**src/rtl/accseq_pkg.sv**
```systemverilog
`timescale 1ns/1ps
package accseq_pkg;

   typedef enum logic [3:0] {
      OC_STOP,
      OC_NOP,
      OC_PRINT,
      OC_FAR,
      OC_NEAR,
      OC_BEZ,
      OC_JMP,
      OC_EXEC,
      OC_BAD
   } opclass_e;

   typedef enum logic [2:0] {
      NX_HOLD,
      NX_INC1,
      NX_INC2,
      NX_REL1,
      NX_REL2,
      NX_ZERO
   } nextpc_e;

   typedef enum logic [1:0] {
      ST_FETCH,
      ST_DECODE,
      ST_IMM,
      ST_HALT
   } seqstate_e;

endpackage

```
**src/rtl/accseq_decode.sv**
```systemverilog
`timescale 1ns/1ps
module accseq_decode
   import accseq_pkg::*;
#(
   parameter int OPW = 8
) (
   input  logic [OPW-1:0] op,
   output opclass_e       cls,
   output logic           two_byte
);

   if (OPW != 8) begin : g_bad_opw
      $error("accseq_decode: opcode encoding needs OPW == 8");
   end

   assign two_byte = (op[OPW-1 -: 4] == 4'hF);

   always_comb begin
      casez (op)
         8'h00:        cls = OC_STOP;
         8'h01:        cls = OC_NOP;
         8'h02:        cls = OC_PRINT;
         8'h06:        cls = OC_FAR;
         8'h07:        cls = OC_NEAR;
         8'hF4:        cls = OC_BEZ;
         8'hF5:        cls = OC_JMP;
         8'b0000_010?: cls = OC_BAD;
         8'h13:        cls = OC_BAD;
         8'b0001_01??: cls = OC_BAD;
         8'h1B:        cls = OC_BAD;
         8'b0001_11??: cls = OC_BAD;
         8'b110?_????: cls = OC_BAD;
         8'b1111_011?: cls = OC_BAD;
         8'b1111_10??: cls = OC_BAD;
         8'b1111_110?: cls = OC_BAD;
         8'hFF:        cls = OC_BAD;
         default:      cls = OC_EXEC;
      endcase
   end

endmodule

```
**src/rtl/accseq_target.sv**
```systemverilog
`timescale 1ns/1ps
module accseq_target
   import accseq_pkg::*;
#(
   parameter int PC_W  = 16,
   parameter int OFF_W = 8
) (
   input  logic [PC_W-1:0]  pc,
   input  nextpc_e          mode,
   input  logic [OFF_W-1:0] off,
   output logic [PC_W-1:0]  nxt
);

   localparam int EXT_W = PC_W - OFF_W;

   if (EXT_W < 1) begin : g_bad_width
      $error("accseq_target: PC_W must exceed OFF_W");
   end

   logic [PC_W-1:0] sx;

   if (EXT_W > 0) begin : g_sext
      assign sx = {{EXT_W{off[OFF_W-1]}}, off};
   end else begin : g_trunc
      assign sx = off[PC_W-1:0];
   end

   always_comb begin
      case (mode)
         NX_INC1: nxt = pc + PC_W'(1);
         NX_INC2: nxt = pc + PC_W'(2);
         NX_REL1: nxt = pc + PC_W'(1) + sx;
         NX_REL2: nxt = pc + PC_W'(2) + sx;
         NX_ZERO: nxt = '0;
         default: nxt = pc;
      endcase
   end

endmodule

```
**src/rtl/accseq_segreg.sv**
```systemverilog
`timescale 1ns/1ps
module accseq_segreg #(
   parameter int SEG_W     = 8,
   parameter int DW        = 8,
   parameter int RESET_SEG = 1
) (
   input  logic             clk,
   input  logic             rst_n,
   input  logic             ld,
   input  logic [DW-1:0]    ld_data,
   output logic [SEG_W-1:0] seg,
   output logic [DW-1:0]    seg_ext
);

   if (SEG_W > DW) begin : g_bad_seg
      $error("accseq_segreg: SEG_W may not exceed DW");
   end
   if (RESET_SEG >= (1 << SEG_W)) begin : g_bad_rst
      $error("accseq_segreg: RESET_SEG does not fit SEG_W");
   end

   logic [SEG_W-1:0] seg_q;
   logic [SEG_W-1:0] ld_val;

   if (SEG_W == DW) begin : g_full
      assign ld_val  = ld_data;
      assign seg_ext = seg_q;
   end else begin : g_narrow
      assign ld_val  = ld_data[SEG_W-1:0];
      assign seg_ext = {{(DW-SEG_W){1'b0}}, seg_q};
   end

   always_ff @(posedge clk or negedge rst_n) begin
      if (!rst_n)  seg_q <= SEG_W'(RESET_SEG);
      else if (ld) seg_q <= ld_val;
   end

   assign seg = seg_q;

   p_seg_hold_r9: assert property (@(posedge clk) disable iff (!rst_n)
      !ld |=> $stable(seg));
   p_seg_load_r9: assert property (@(posedge clk) disable iff (!rst_n)
      ld |=> seg == $past(ld_data[SEG_W-1:0]));

endmodule

```
**src/rtl/accseq_fetch.sv**
```systemverilog
`timescale 1ns/1ps
module accseq_fetch
   import accseq_pkg::*;
#(
   parameter int PC_W      = 16,
   parameter int SEG_W     = 8,
   parameter int DW        = 8,
   parameter int RESET_SEG = 1
) (
   input  logic                  clk,
   input  logic                  rst_n,
   output logic                  imem_req,
   output logic [SEG_W+PC_W-1:0] imem_addr,
   input  logic [DW-1:0]         imem_rdata,
   input  logic [DW-1:0]         acc_in,
   output logic                  acc_wr_en,
   output logic [DW-1:0]         acc_wr_data,
   output logic                  exec_valid,
   output logic [DW-1:0]         exec_opcode,
   output logic [DW-1:0]         exec_imm,
   output logic                  exec_has_imm,
   output logic                  print_valid,
   output logic [DW-1:0]         print_data,
   output logic                  halted,
   output logic [PC_W-1:0]       pc_o,
   output logic [SEG_W-1:0]      code_seg_o
);

   if (DW != 8) begin : g_bad_dw
      $error("accseq_fetch: the opcode map needs DW == 8");
   end

   seqstate_e       state_q, state_d;
   logic [PC_W-1:0] pc_q, pc_nxt, fetch_pc;
   logic [DW-1:0]   op_q, op_sel, off_sel, seg_ext;
   nextpc_e         nx_mode;
   opclass_e        cls;
   logic            two_byte, seg_ld;

   assign op_sel = (state_q == ST_IMM) ? op_q : imem_rdata;

   accseq_decode #(.OPW(DW)) u_decode (
      .op       (op_sel),
      .cls      (cls),
      .two_byte (two_byte)
   );

   accseq_target #(.PC_W(PC_W), .OFF_W(DW)) u_target (
      .pc   (pc_q),
      .mode (nx_mode),
      .off  (off_sel),
      .nxt  (pc_nxt)
   );

   accseq_segreg #(.SEG_W(SEG_W), .DW(DW), .RESET_SEG(RESET_SEG)) u_seg (
      .clk     (clk),
      .rst_n   (rst_n),
      .ld      (seg_ld),
      .ld_data (acc_in),
      .seg     (code_seg_o),
      .seg_ext (seg_ext)
   );

   always_comb begin
      state_d      = state_q;
      nx_mode      = NX_HOLD;
      off_sel      = acc_in;
      seg_ld       = 1'b0;
      imem_req     = 1'b0;
      fetch_pc     = pc_q;
      acc_wr_en    = 1'b0;
      acc_wr_data  = '0;
      exec_valid   = 1'b0;
      exec_has_imm = 1'b0;
      exec_imm     = '0;
      print_valid  = 1'b0;
      case (state_q)
         ST_FETCH: begin
            imem_req = 1'b1;
            state_d  = ST_DECODE;
         end
         ST_DECODE: begin
            state_d = ST_FETCH;
            case (cls)
               OC_STOP, OC_BAD: state_d = ST_HALT;
               OC_NOP: nx_mode = NX_INC1;
               OC_PRINT: begin
                  print_valid = 1'b1;
                  nx_mode     = NX_INC1;
               end
               OC_FAR: begin
                  seg_ld      = 1'b1;
                  nx_mode     = NX_ZERO;
                  acc_wr_en   = 1'b1;
                  acc_wr_data = seg_ext;
               end
               OC_NEAR: begin
                  nx_mode     = NX_REL1;
                  acc_wr_en   = 1'b1;
                  acc_wr_data = DW'(1) - acc_in;
               end
               OC_BEZ, OC_JMP: begin
                  imem_req = 1'b1;
                  fetch_pc = pc_q + PC_W'(1);
                  state_d  = ST_IMM;
               end
               default: begin
                  if (two_byte) begin
                     imem_req = 1'b1;
                     fetch_pc = pc_q + PC_W'(1);
                     state_d  = ST_IMM;
                  end else begin
                     exec_valid = 1'b1;
                     nx_mode    = NX_INC1;
                  end
               end
            endcase
         end
         ST_IMM: begin
            state_d = ST_FETCH;
            off_sel = imem_rdata;
            case (cls)
               OC_BEZ:  nx_mode = (acc_in == '0) ? NX_REL2 : NX_INC2;
               OC_JMP:  nx_mode = NX_REL2;
               default: begin
                  exec_valid   = 1'b1;
                  exec_has_imm = 1'b1;
                  exec_imm     = imem_rdata;
                  nx_mode      = NX_INC2;
               end
            endcase
         end
         default: state_d = ST_HALT;
      endcase
   end

   always_ff @(posedge clk or negedge rst_n) begin
      if (!rst_n) begin
         state_q <= ST_FETCH;
         pc_q    <= '0;
         op_q    <= '0;
      end else begin
         state_q <= state_d;
         pc_q    <= pc_nxt;
         if (state_q == ST_DECODE) op_q <= imem_rdata;
      end
   end

   assign imem_addr   = {code_seg_o, fetch_pc};
   assign exec_opcode = op_sel;
   assign print_data  = acc_in;
   assign halted      = (state_q == ST_HALT);
   assign pc_o        = pc_q;

   p_halt_sticky_r2: assert property (@(posedge clk) disable iff (!rst_n)
      halted |=> halted);
   p_halt_quiet_r2: assert property (@(posedge clk) disable iff (!rst_n)
      halted |-> !imem_req && !exec_valid && !print_valid && !acc_wr_en);
   p_halt_pc_r2: assert property (@(posedge clk) disable iff (!rst_n)
      halted |=> $stable(pc_o));
   p_strobe_excl_r10: assert property (@(posedge clk) disable iff (!rst_n)
      $onehot0({exec_valid, print_valid, acc_wr_en}));
   p_imm_follow_r5: assert property (@(posedge clk) disable iff (!rst_n)
      exec_has_imm |-> $past(imem_req));
   p_bez_skip_r6: assert property (@(posedge clk) disable iff (!rst_n)
      (state_q == ST_IMM && op_q == 8'hF4 && acc_in != '0)
      |=> pc_o == $past(pc_o) + PC_W'(2));

endmodule

```
**config.mk**
```make
export PLATFORM = sky130hd
export DESIGN_NAME = accseq_fetch
export DESIGN_NICKNAME = d
export VERILOG_FILES = /design/src/rtl/accseq_pkg.sv /design/src/rtl/accseq_decode.sv /design/src/rtl/accseq_target.sv /design/src/rtl/accseq_segreg.sv /design/src/rtl/accseq_fetch.sv
export SDC_FILE = /design/constraint.sdc
export NUM_CORES = 1
export LEC_CHECK = 0
export BUFFER_PORTS_ARGS = -buffer_cell sky130_fd_sc_hd__clkbuf_2
export CAP_MARGIN = 0
export CORE_AREA = 2 2 113 115
export CTS_BUF_LIST = sky130_fd_sc_hd__clkbuf_8
export DETAILED_ROUTE_END_ITERATION = 7
export DIE_AREA = 0 0 115 117
export HOLD_SLACK_MARGIN = 0.05
export PLACE_DENSITY_LB_ADDON = 0.3
export SETUP_SLACK_MARGIN = 0.4
export SYNTH_ARGS = -nofsm -noshare
export SYNTH_HDL_FRONTEND = slang
export SYNTH_SLANG_ARGS = --single-unit
export TNS_END_PERCENT = 10
```
**constraint.sdc**
```tcl
create_clock -name clk -period 5.3 [get_ports clk]
set_clock_uncertainty 0.2 [all_clocks]
set_input_delay 0.53 -clock clk [delete_from_list [all_inputs] [get_ports clk]]
set_output_delay 0.53 -clock clk [all_outputs]
set_load 0.05 [all_outputs]
```
==> results.toml, run 1 <==
[timing]
hold_viol_final = 0
relSlewSlack = 0.363
tns_ps = 0
finalSetupViolCount = 0
worstMarginPinSlew_ps = 956
finalMaxSlewViolations = 0
period_share = 0.881
layout_min_cycle_time_ps = 4670
max_freq_ghz = 0.214
rsz0062_at_grt = "no"

[yosys]
synth_edf_count = 0
yosysTopAreaCellShare = 0.196
syn_nets = 580
synth.cell_area_um2 = 4210
ys_ff_latch = 34
synthTopCellsByArea = "dfrtp_1 20%, mux2_2 7.5%, ha_1 6.5%"
avgSynthCellArea_um2 = 7.80
yosysWarnings = 0
ys_types = 71
async_flop_share = 1.00
synth_top_area_cell = "dfrtp_1"
synth_cells = 539
ys_seq_area_frac = 0.203
synth_ff_type = "dfrtp_1"

[outcome]
outcome = "completed"

[placement]
postPlaceCellArea_um2 = 4730
routabilityCongestion = 0.896
dp_hpwl_mm = 10.1
portBuffers = 103
numPlacedInstances = 753

[grt]
grt.total_usage = 0.188
overflow = 0
grt_pass1_vias = 3856
grt_pass1_wl_mm = 20.1
grt_max_degree = 35
antenna_found_initial = 0

[die]
dieArea_um2 = 13500
coreArea_um2 = 12300
start_util = 0.342
num_io_pins = 104
num_rows = 41
die_height_um = 117
die_w_um = 115

[clock_network]
clockRootBuffer = "clkbuf_8"
numCtsBuffers = 5
path_clk_slew_ps = 90
clkSinkCount = 34
cts-htree-levels = 2
cts_hold_buf = 0
cts_tree = "yes"
clockBufferDepth = 2
insertion_delay_ps = 300

[setup_path]
crit_slowest_cell = "or4_1"
path_buf_inv = 2
rrSetupSlack_ps = 630
startpoint_type = "flop"
worstPathMaxFanout = 6
slowest_delay_ps = 450
path_cells = "inv_1 -> ha_2 -> nor4bb_4 -> nor2_1 -> nor4b_4 -> buf_4 -> nand2_4 -> nand2_2 -> nand2_1 -> xnor2_1 -> ha_1 -> o21ai_0 -> nor2_1 -> or4_1 -> a41o_1 -> o41ai_4 -> or3_1 -> a31o_2 -> a21oi_1 -> o21a_1"
path_common_cell = "nor2_1"
critPathCaptureType = "flop"
critPathKind = "flop to flop"
arrival_ps = 4660
critPathTopFamily = "simple AND/OR/NAND/NOR gates"
cp.required_ps = 5290

[route]
num_vias = 4289
drc = 0
routed_wl_mm = 13.1
drt_iter0_drc = 318
routedWlPerCell_um = 17.1
firstDrtPassIters = 5
ant_nets = 0
routed_via_density = 5.61

[power_and_ir_drop]
ir_drop_uv = 303
power.density_nw_per_um2 = 633
p_leak_nw = 2.23
finalPower_mw = 3.14

[cells_and_area]
layout-drive-gt1-share = 0.292
diodes = 0
final_area_um2 = 4950
fin_cells = 764
nets = 654
syn_to_final_growth_pct = 17.8

[hold_path]
min-delay-path-class = "input pin to asynchronous set/reset pin"

[run]
max_cap_viol_count = 0
## area by class of cell
cell class                 count  area [µm²]
clock buffer                   5        68.8
clock inverter                 3        68.8
fill                        1277        7360
inverter                      27         101
multi-input combinational    430        3070
sequential                    34         852
tap                          150         188
timing repair buffer         115         606
## placed cells by master, fill, tap and decap left out, types with 12 or more instances in the layout
cell and count:
a21oi_1 21, and3_1 14, buf_4 12, clkbuf_2 103
dfrtp_1 33, ha_1 21, inv_1 26, mux2_2 28
nand2_1 56, nand3_1 27, nor2_1 40, o21ai_0 29
o22ai_1 15, xnor2_1 29, xor2_1 22
## worst reg2reg max path, delay by kind of cell, from the launching register on
family,cells,cell delay (ps)
flip-flops,1,400
buffers and inverters,2,270
AO/OA/AOI/OAI,6,1180
adder cells (fa/ha/maj),2,590
XOR/XNOR,1,140
AND/OR/NAND/NOR,9,1790
## power by group
group | leakage [nW] | internal, mW | switching (mW) | total, mW
logic | 1.74 | 0.700 | 1.53 | 2.23
registers | 0.431 | 0.378 | 0.224 | 0.602
clock network | 0.0683 | 0.189 | 0.117 | 0.306
## registers in the layout (all words and copies together), names as in the netlist
name / cells
state_q: 2
pc_o: 16
u_seg.seg: 8
op_q: 8
## cell usage after synthesis, types with 9 or more instances
master	instances
clkbuf_1	23
inv_1	26
mux2_2	28
and3_1	14
nor3_1	11
xor2_1	22
a211oi_1	9
nand3_1	27
o21ai_0	30
nand2_1	58
buf_4	19
xnor2_1	29
a21oi_1	21
o22ai_1	15
nand2b_1	9
ha_1	22
nor2_1	40
dfrtp_1	33
## metrics by stage
stage          hold slack [ps]  worst slack (ps)   util
3_5_place_dp               338               110  0.385
2_1_floorplan             34.4               506      -
6_report                   169               629  0.402
3_3_place_gp               313               374  0.385
5_1_grt                    225               408  0.402
4_1_cts                    202               468  0.399
## timing repair
item,in CTS,in global routing
pin swaps,0,3
gates resized for setup,6,5
endpoints found under the hold margin,0,0
gates cloned,0,1
endpoints found under the setup margin,5,5
setup buffers,0,2
## logic make-up after synthesis
kind of cell	synth area share
fa+ha+maj	0.0702
simple gates	0.232
compound gates	0.210
mux	0.0934
xor+xnor	0.106
flops	0.203
buf+inv	0.0854
## metal layers
layer | GRT usage | vias up | wire (µm)
met2 | 0.329 | 161 | 6240
met1 | 0.243 | 2035 | 5790
met3 | 0.0247 | 22 | 728
li1 | - | 2071 | -
met5 | 0 | - | 0
met4 | 0.0586 | 0 | 331
## final timing paths
check | from | to | cells after the start
worst min-delay path | rst_n | pc_o[0] | 1
max in group asynchronous | rst_n | pc_o[5] | 1
min in group clk | u_seg.seg[1] | u_seg.seg[1] | 2
worst max-delay path | state_q[0] | pc_o[13] | 20
worst min register to register | u_seg.seg[1] | u_seg.seg[1] | 2
worst max register to register | state_q[0] | pc_o[13] | 20
No activity file was read; power rests on OpenSTA's default activity.
==> inputs of run 2 (changes only) <==
--- a/config.mk
+++ b/config.mk
@@ -8,7 +8,7 @@
 export BUFFER_PORTS_ARGS = -buffer_cell sky130_fd_sc_hd__clkbuf_2
 export CAP_MARGIN = 0
 export CORE_AREA = 2 2 113 115
-export CTS_BUF_LIST = sky130_fd_sc_hd__clkbuf_8
+export CTS_BUF_LIST = sky130_fd_sc_hd__clkbuf_16
 export DETAILED_ROUTE_END_ITERATION = 7
 export DIE_AREA = 0 0 115 117
 export HOLD_SLACK_MARGIN = 0.05
==> run 2 against run 1 <==
  * Clock power up 29%
  * Core utilization rose by 0.28 points
  * Combinational power hardly changed
  * Sequential power is essentially flat
  * First-iteration DRC count shrank 2.8%
  * Highest routed layer unchanged
==> results.toml, run 2 (synthesis gave the netlist of run 1 again) <==
[clock_network]
insertion_delay_ps = 280
clockRootBuffer = "clkbuf_16"
numCtsBuffers = 5
clkSinkCount = 34
path_clk_slew_ps = 60
clockBufferDepth = 2
cts_tree = "yes"
cts-htree-levels = 2

[route]
firstDrtPassIters = 5
routed_wl_mm = 13.1
drc = 0
wl_met3_um = 767
routed_via_density = 5.66
dr_wl_met2_mm = 6.34
routedWlPerCell_um = 17.2
drt_iter0_drc = 309
top_layer_used = "met4"
ant_nets = 0
num_vias = 4307
wl_met1_mm = 5.70

[placement]
routabilityCongestion = 0.896
dp_hpwl_mm = 10.1
dp_slack_ps = 110
portBuffers = 103

[power_and_ir_drop]
ir_drop_uv = 327
p_leak_nw = 2.25
power_frac_clock = 0.123
p_int_mw = 1.35
p_seq_frac = 0.187
switching_share = 0.582
power.density_nw_per_um2 = 647
p_switching_mw = 1.88
finalPower_mw = 3.23
p_comb_frac = 0.690

[timing]
finalMaxSlewViolations = 0
finalSetupViolCount = 0
max_freq_ghz = 0.216
worstMarginPinSlew_ps = 955
hold_viol_final = 0
layout_min_cycle_time_ps = 4620
relSlewSlack = 0.363
tns_ps = 0
rsz0062_at_grt = "no"
period_share = 0.872
setup_ws_ps = 677

[die]
die_height_um = 117
start_util = 0.342
coreArea_um2 = 12300
dieArea_um2 = 13500
die_w_um = 115
num_rows = 41
num_io_pins = 104

[grt]
overflow = 0
antenna_found_initial = 0
grt_pass1_wl_mm = 20.3
grt_pass1_vias = 3903
grt_max_degree = 35
grt.total_usage = 0.190

[cells_and_area]
nets = 651
diodes = 0
layout-drive-gt1-share = 0.288
mostFrequentLayoutCell = "clkbuf_2"
syn_to_final_growth_pct = 18.6
largest_reg_flops = 16
final_cell_mix = "103 x clkbuf_2, 56 x nand2_1, 40 x nor2_1"
fin_util = 0.405

[setup_path]
cp.required_ps = 5280
critPathKind = "flop to flop"
r2r_cells = 19
arrival_ps = 4600
rrSetupSlack_ps = 680
reg2reg_from = "state_q[0]"
startpoint_type = "flop"
worstPathMaxFanout = 10
critPathCaptureType = "flop"
reg2reg_to = "pc_o[13]"

[run]
max_cap_viol_count = 0

[hold_path]
min-delay-path-class = "input pin to asynchronous set/reset pin"

[outcome]
outcome = "completed"
==> run 2: changes by cell type in the layout (fill, tap and decap cells not counted) <==
cell / change
nand2_2: -1
clkbuf_8: -5
buf_4: -2
clkbuf_16: +5
==> run 2: cell type report <==
| class | instances | area [µm²] |
|---|---|---|
| clock buffer | 5 | 125 |
| clock inverter | 3 | 68.8 |
| fill | 1268 | 7320 |
| inverter | 27 | 101 |
| multi-input combinational | 429 | 3060 |
| sequential | 34 | 852 |
| tap | 150 | 188 |
| timing repair buffer | 113 | 591 |
==> run 2: worst max-delay path by stage <==
stage | startpoint | depth (start not counted) | endpoint
after floorplan | state_q[0] | 20 | pc_o[13]
after global placement | state_q[0] | 17 | pc_o[13]
after detailed placement | state_q[0] | 17 | pc_o[15]
after CTS | state_q[0] | 18 | pc_o[15]
after global routing | state_q[0] | 19 | pc_o[15]
final | state_q[0] | 19 | pc_o[13]
==> run 2: through the flow <==
stage	instance area, µm²	std cells	hold WS, ps
6_report	4990	761	191
5_1_grt	4990	761	256
4_1_cts	4970	761	226
3_5_place_dp	4730	753	338
3_3_place_gp	4730	753	313
2_1_floorplan	4210	539	34.4
==> run 2: critical path, cell delays in order (launching register included) <==
cell and delay [ps]:
dfrtp_1 400, inv_1 90, ha_2 250, nor4bb_4 360
nor2_1 150, nor4b_4 400, nand2_4 150, nand2_2 150
nand2_1 80, xnor2_1 150, ha_1 340, o21ai_0 100
nor2_1 90, or4_1 450, a41o_1 300, o41ai_4 300
or3_1 170, a31o_2 150, a21oi_1 60, o21a_1 180
==> run 2: power groups by stage <==
stage          clock (mW)  sequential (mW)  combinational, mW
6_report            0.396            0.604               2.23
5_1_grt             0.412            0.622               2.38
4_1_cts             0.406            0.598               2.22
3_5_place_dp            0            0.600               2.19
3_3_place_gp            0            0.592               2.17
2_1_floorplan           0            0.754               1.57
==> run 2: metal layers <==
layer	up-vias	GRT usage
met2	171	0.336
met3	20	0.0221
li1	2070	-
met1	2046	0.242
met5	-	0
met4	0	0.0610
==> run 2: what timing repair did <==
action                                  4_1_cts  5_1_grt
pin swaps                                     0        2
resized for setup                             6        5
endpoints found under the setup margin        5        5
buffers inserted                              0        0
hold buffers                                  0        0
endpoints found under the hold margin         0        0
==> inputs of run 3 (changes only) <==
==> constraint.sdc (replaced) <==
create_clock -name clk -period 5.3 [get_ports clk]
set_clock_uncertainty 0.2 [all_clocks]
set_input_delay 0.53 -clock clk [delete_from_list [all_inputs] [get_ports clk]]
set_output_delay 0.53 -clock clk [all_outputs]
set_load 0.02 [all_outputs]
==> run 3 against run 2 <==
  * Critical path depth up 2
  * Clock power up 1%
  * Routed wire length up 1.4%
  * Sequential cell count unchanged
  * Non-clock buffer count up 9
  * Combinational power down 19%
  * Critical endpoint unchanged
  * Largest cell class unchanged
  * Largest power group unchanged
  * Highest routed layer unchanged
==> results.toml, run 3 (synthesis gave the netlist of run 1 again) <==
[outcome]
outcome = "completed"

[route]
firstDrtPassIters = 5
routedWlPerCell_um = 17.3
drc = 0
drt_iter0_drc = 355
routed_wl_mm = 13.3
ant_nets = 0
num_vias = 4364
routed_via_density = 5.67

[setup_path]
cp.required_ps = 5280
critPathKind = "flop to flop"
critPathCaptureType = "flop"
arrival_ps = 4690
startpoint_type = "flop"
worstPathMaxFanout = 14

[cells_and_area]
fin_cells = 770
diodes = 0
final_area_um2 = 5070
fillCellCount = 1271
multi_input_area_um2 = 3070
final-seq-area_um2 = 852
largest_reg_flops = 16
mostFrequentLayoutCell = "clkbuf_2"
final_cell_mix = "103 x clkbuf_2, 57 x nand2_1, 40 x nor2_1"
syn_to_final_growth_pct = 20.6
nets = 660
layout-drive-gt1-share = 0.298

[placement]
portBuffers = 103
dp_hpwl_mm = 10.1
numPlacedInstances = 753
routabilityCongestion = 0.895
postPlaceCellArea_um2 = 4730

[grt]
grtUsageMet3 = 0.0268
grt_max_degree = 35
top_usage_layer = "met2"
met1_usage = 0.251
grt.total_usage = 0.193
antenna_found_initial = 0
overflow = 0
grt_pass1_wl_mm = 20.7
grt_pass1_vias = 4062
grtUsageMet2 = 0.325

[die]
dieArea_um2 = 13500
die_w_um = 115
die_height_um = 117
coreArea_um2 = 12300
num_io_pins = 104
start_util = 0.342
num_rows = 41

[clock_network]
clockBufferDepth = 2
numCtsBuffers = 5
cts_tree = "yes"
insertion_delay_ps = 280
path_clk_slew_ps = 60
clkSinkCount = 34
cts-htree-levels = 2
clockRootBuffer = "clkbuf_16"

[power_and_ir_drop]
p_switching_mw = 1.44
power_frac_clock = 0.142
ir_drop_uv = 235
p_leak_nw = 2.29
p_comb_frac = 0.643
switching_share = 0.510
p_seq_frac = 0.214
power.density_nw_per_um2 = 554
p_int_mw = 1.38

[timing]
max_freq_ghz = 0.212
worstMarginPinSlew_ps = 948
rsz0062_at_grt = "no"
finalSetupViolCount = 0
relSlewSlack = 0.368
layout_min_cycle_time_ps = 4720
hold-worst-slack_ps = 186
hold_viol_final = 0
period_share = 0.890
finalMaxSlewViolations = 0
tns_ps = 0

[run]
max_cap_viol_count = 0

[hold_path]
min-delay-path-class = "input pin to asynchronous set/reset pin"
-- run 3: per-stage QoR --
stage / setup slack (ps) / util / power, mW
floorplan: 509 / - / 1.87
global placement: 372 / 0.385 / 2.30
detailed placement: 148 / 0.385 / 2.33
CTS: 446 / 0.405 / 2.75
global route: 382 / 0.412 / 3.01
finish: 582 / 0.412 / 2.81
-- run 3: layout make-up --
| cell class | count | share of cell area |
|---|---|---|
| multi-input combinational | 429 | 0.605 |
| sequential | 34 | 0.168 |
| timing repair buffer | 122 | 0.132 |
| tap | 150 | 0.0370 |
| clock buffer | 5 | 0.0247 |
| inverter | 27 | 0.0200 |
| clock inverter | 3 | 0.0136 |
-- run 3: power by group through the flow --
stage | combinational [mW] | clock [mW] | sequential (mW)
3_3_place_gp | 1.71 | 0 | 0.591
5_1_grt | 1.97 | 0.416 | 0.621
4_1_cts | 1.75 | 0.404 | 0.595
6_report | 1.81 | 0.400 | 0.603
3_5_place_dp | 1.73 | 0 | 0.599
2_1_floorplan | 1.29 | 0 | 0.578
-- run 3: worst paths after layout --
kind,start,end,cells after the start,slack (ps)
hold / removal,rst_n,pc_o[4],1,190
max in group asynchronous,rst_n,op_q[0],1,4120
setup reg to reg,state_q[0],pc_o[13],21,580
hold reg to reg,u_seg.seg[1],u_seg.seg[1],2,350
setup / recovery,state_q[0],pc_o[13],21,580
min in group clk,u_seg.seg[1],u_seg.seg[1],2,350
-- run 3: timing repair --
action,in CTS,in global routing
hold buffers,0,0
resized for setup,3,11
buffers inserted,3,6
pin swaps,1,6
hold endpoints to repair,0,0
endpoints found under the setup margin,3,6
-- run 3: per-layer routing --
metal  wire, µm  part of all wire
met5          0                 0
met2       6300              0.47
met1       5770              0.43
met4        451             0.034
met3        783             0.059
-- run 3: critical path: stages, from the launching register on --
cell and delay (ps):
dfrtp_1 340, inv_1 90, ha_4 200, buf_4 190, nand3b_1 190, o22a_1 240
nor4b_4 310, nand2_1 80, buf_4 180, nand2_2 110, nand2_1 90, xnor2_1 150
ha_1 350, o21ai_0 90, nor2_1 90, or4_4 430, a41o_1 230, o41ai_4 450
or3_1 180, a31o_2 160, a21oi_1 70, o21a_1 180
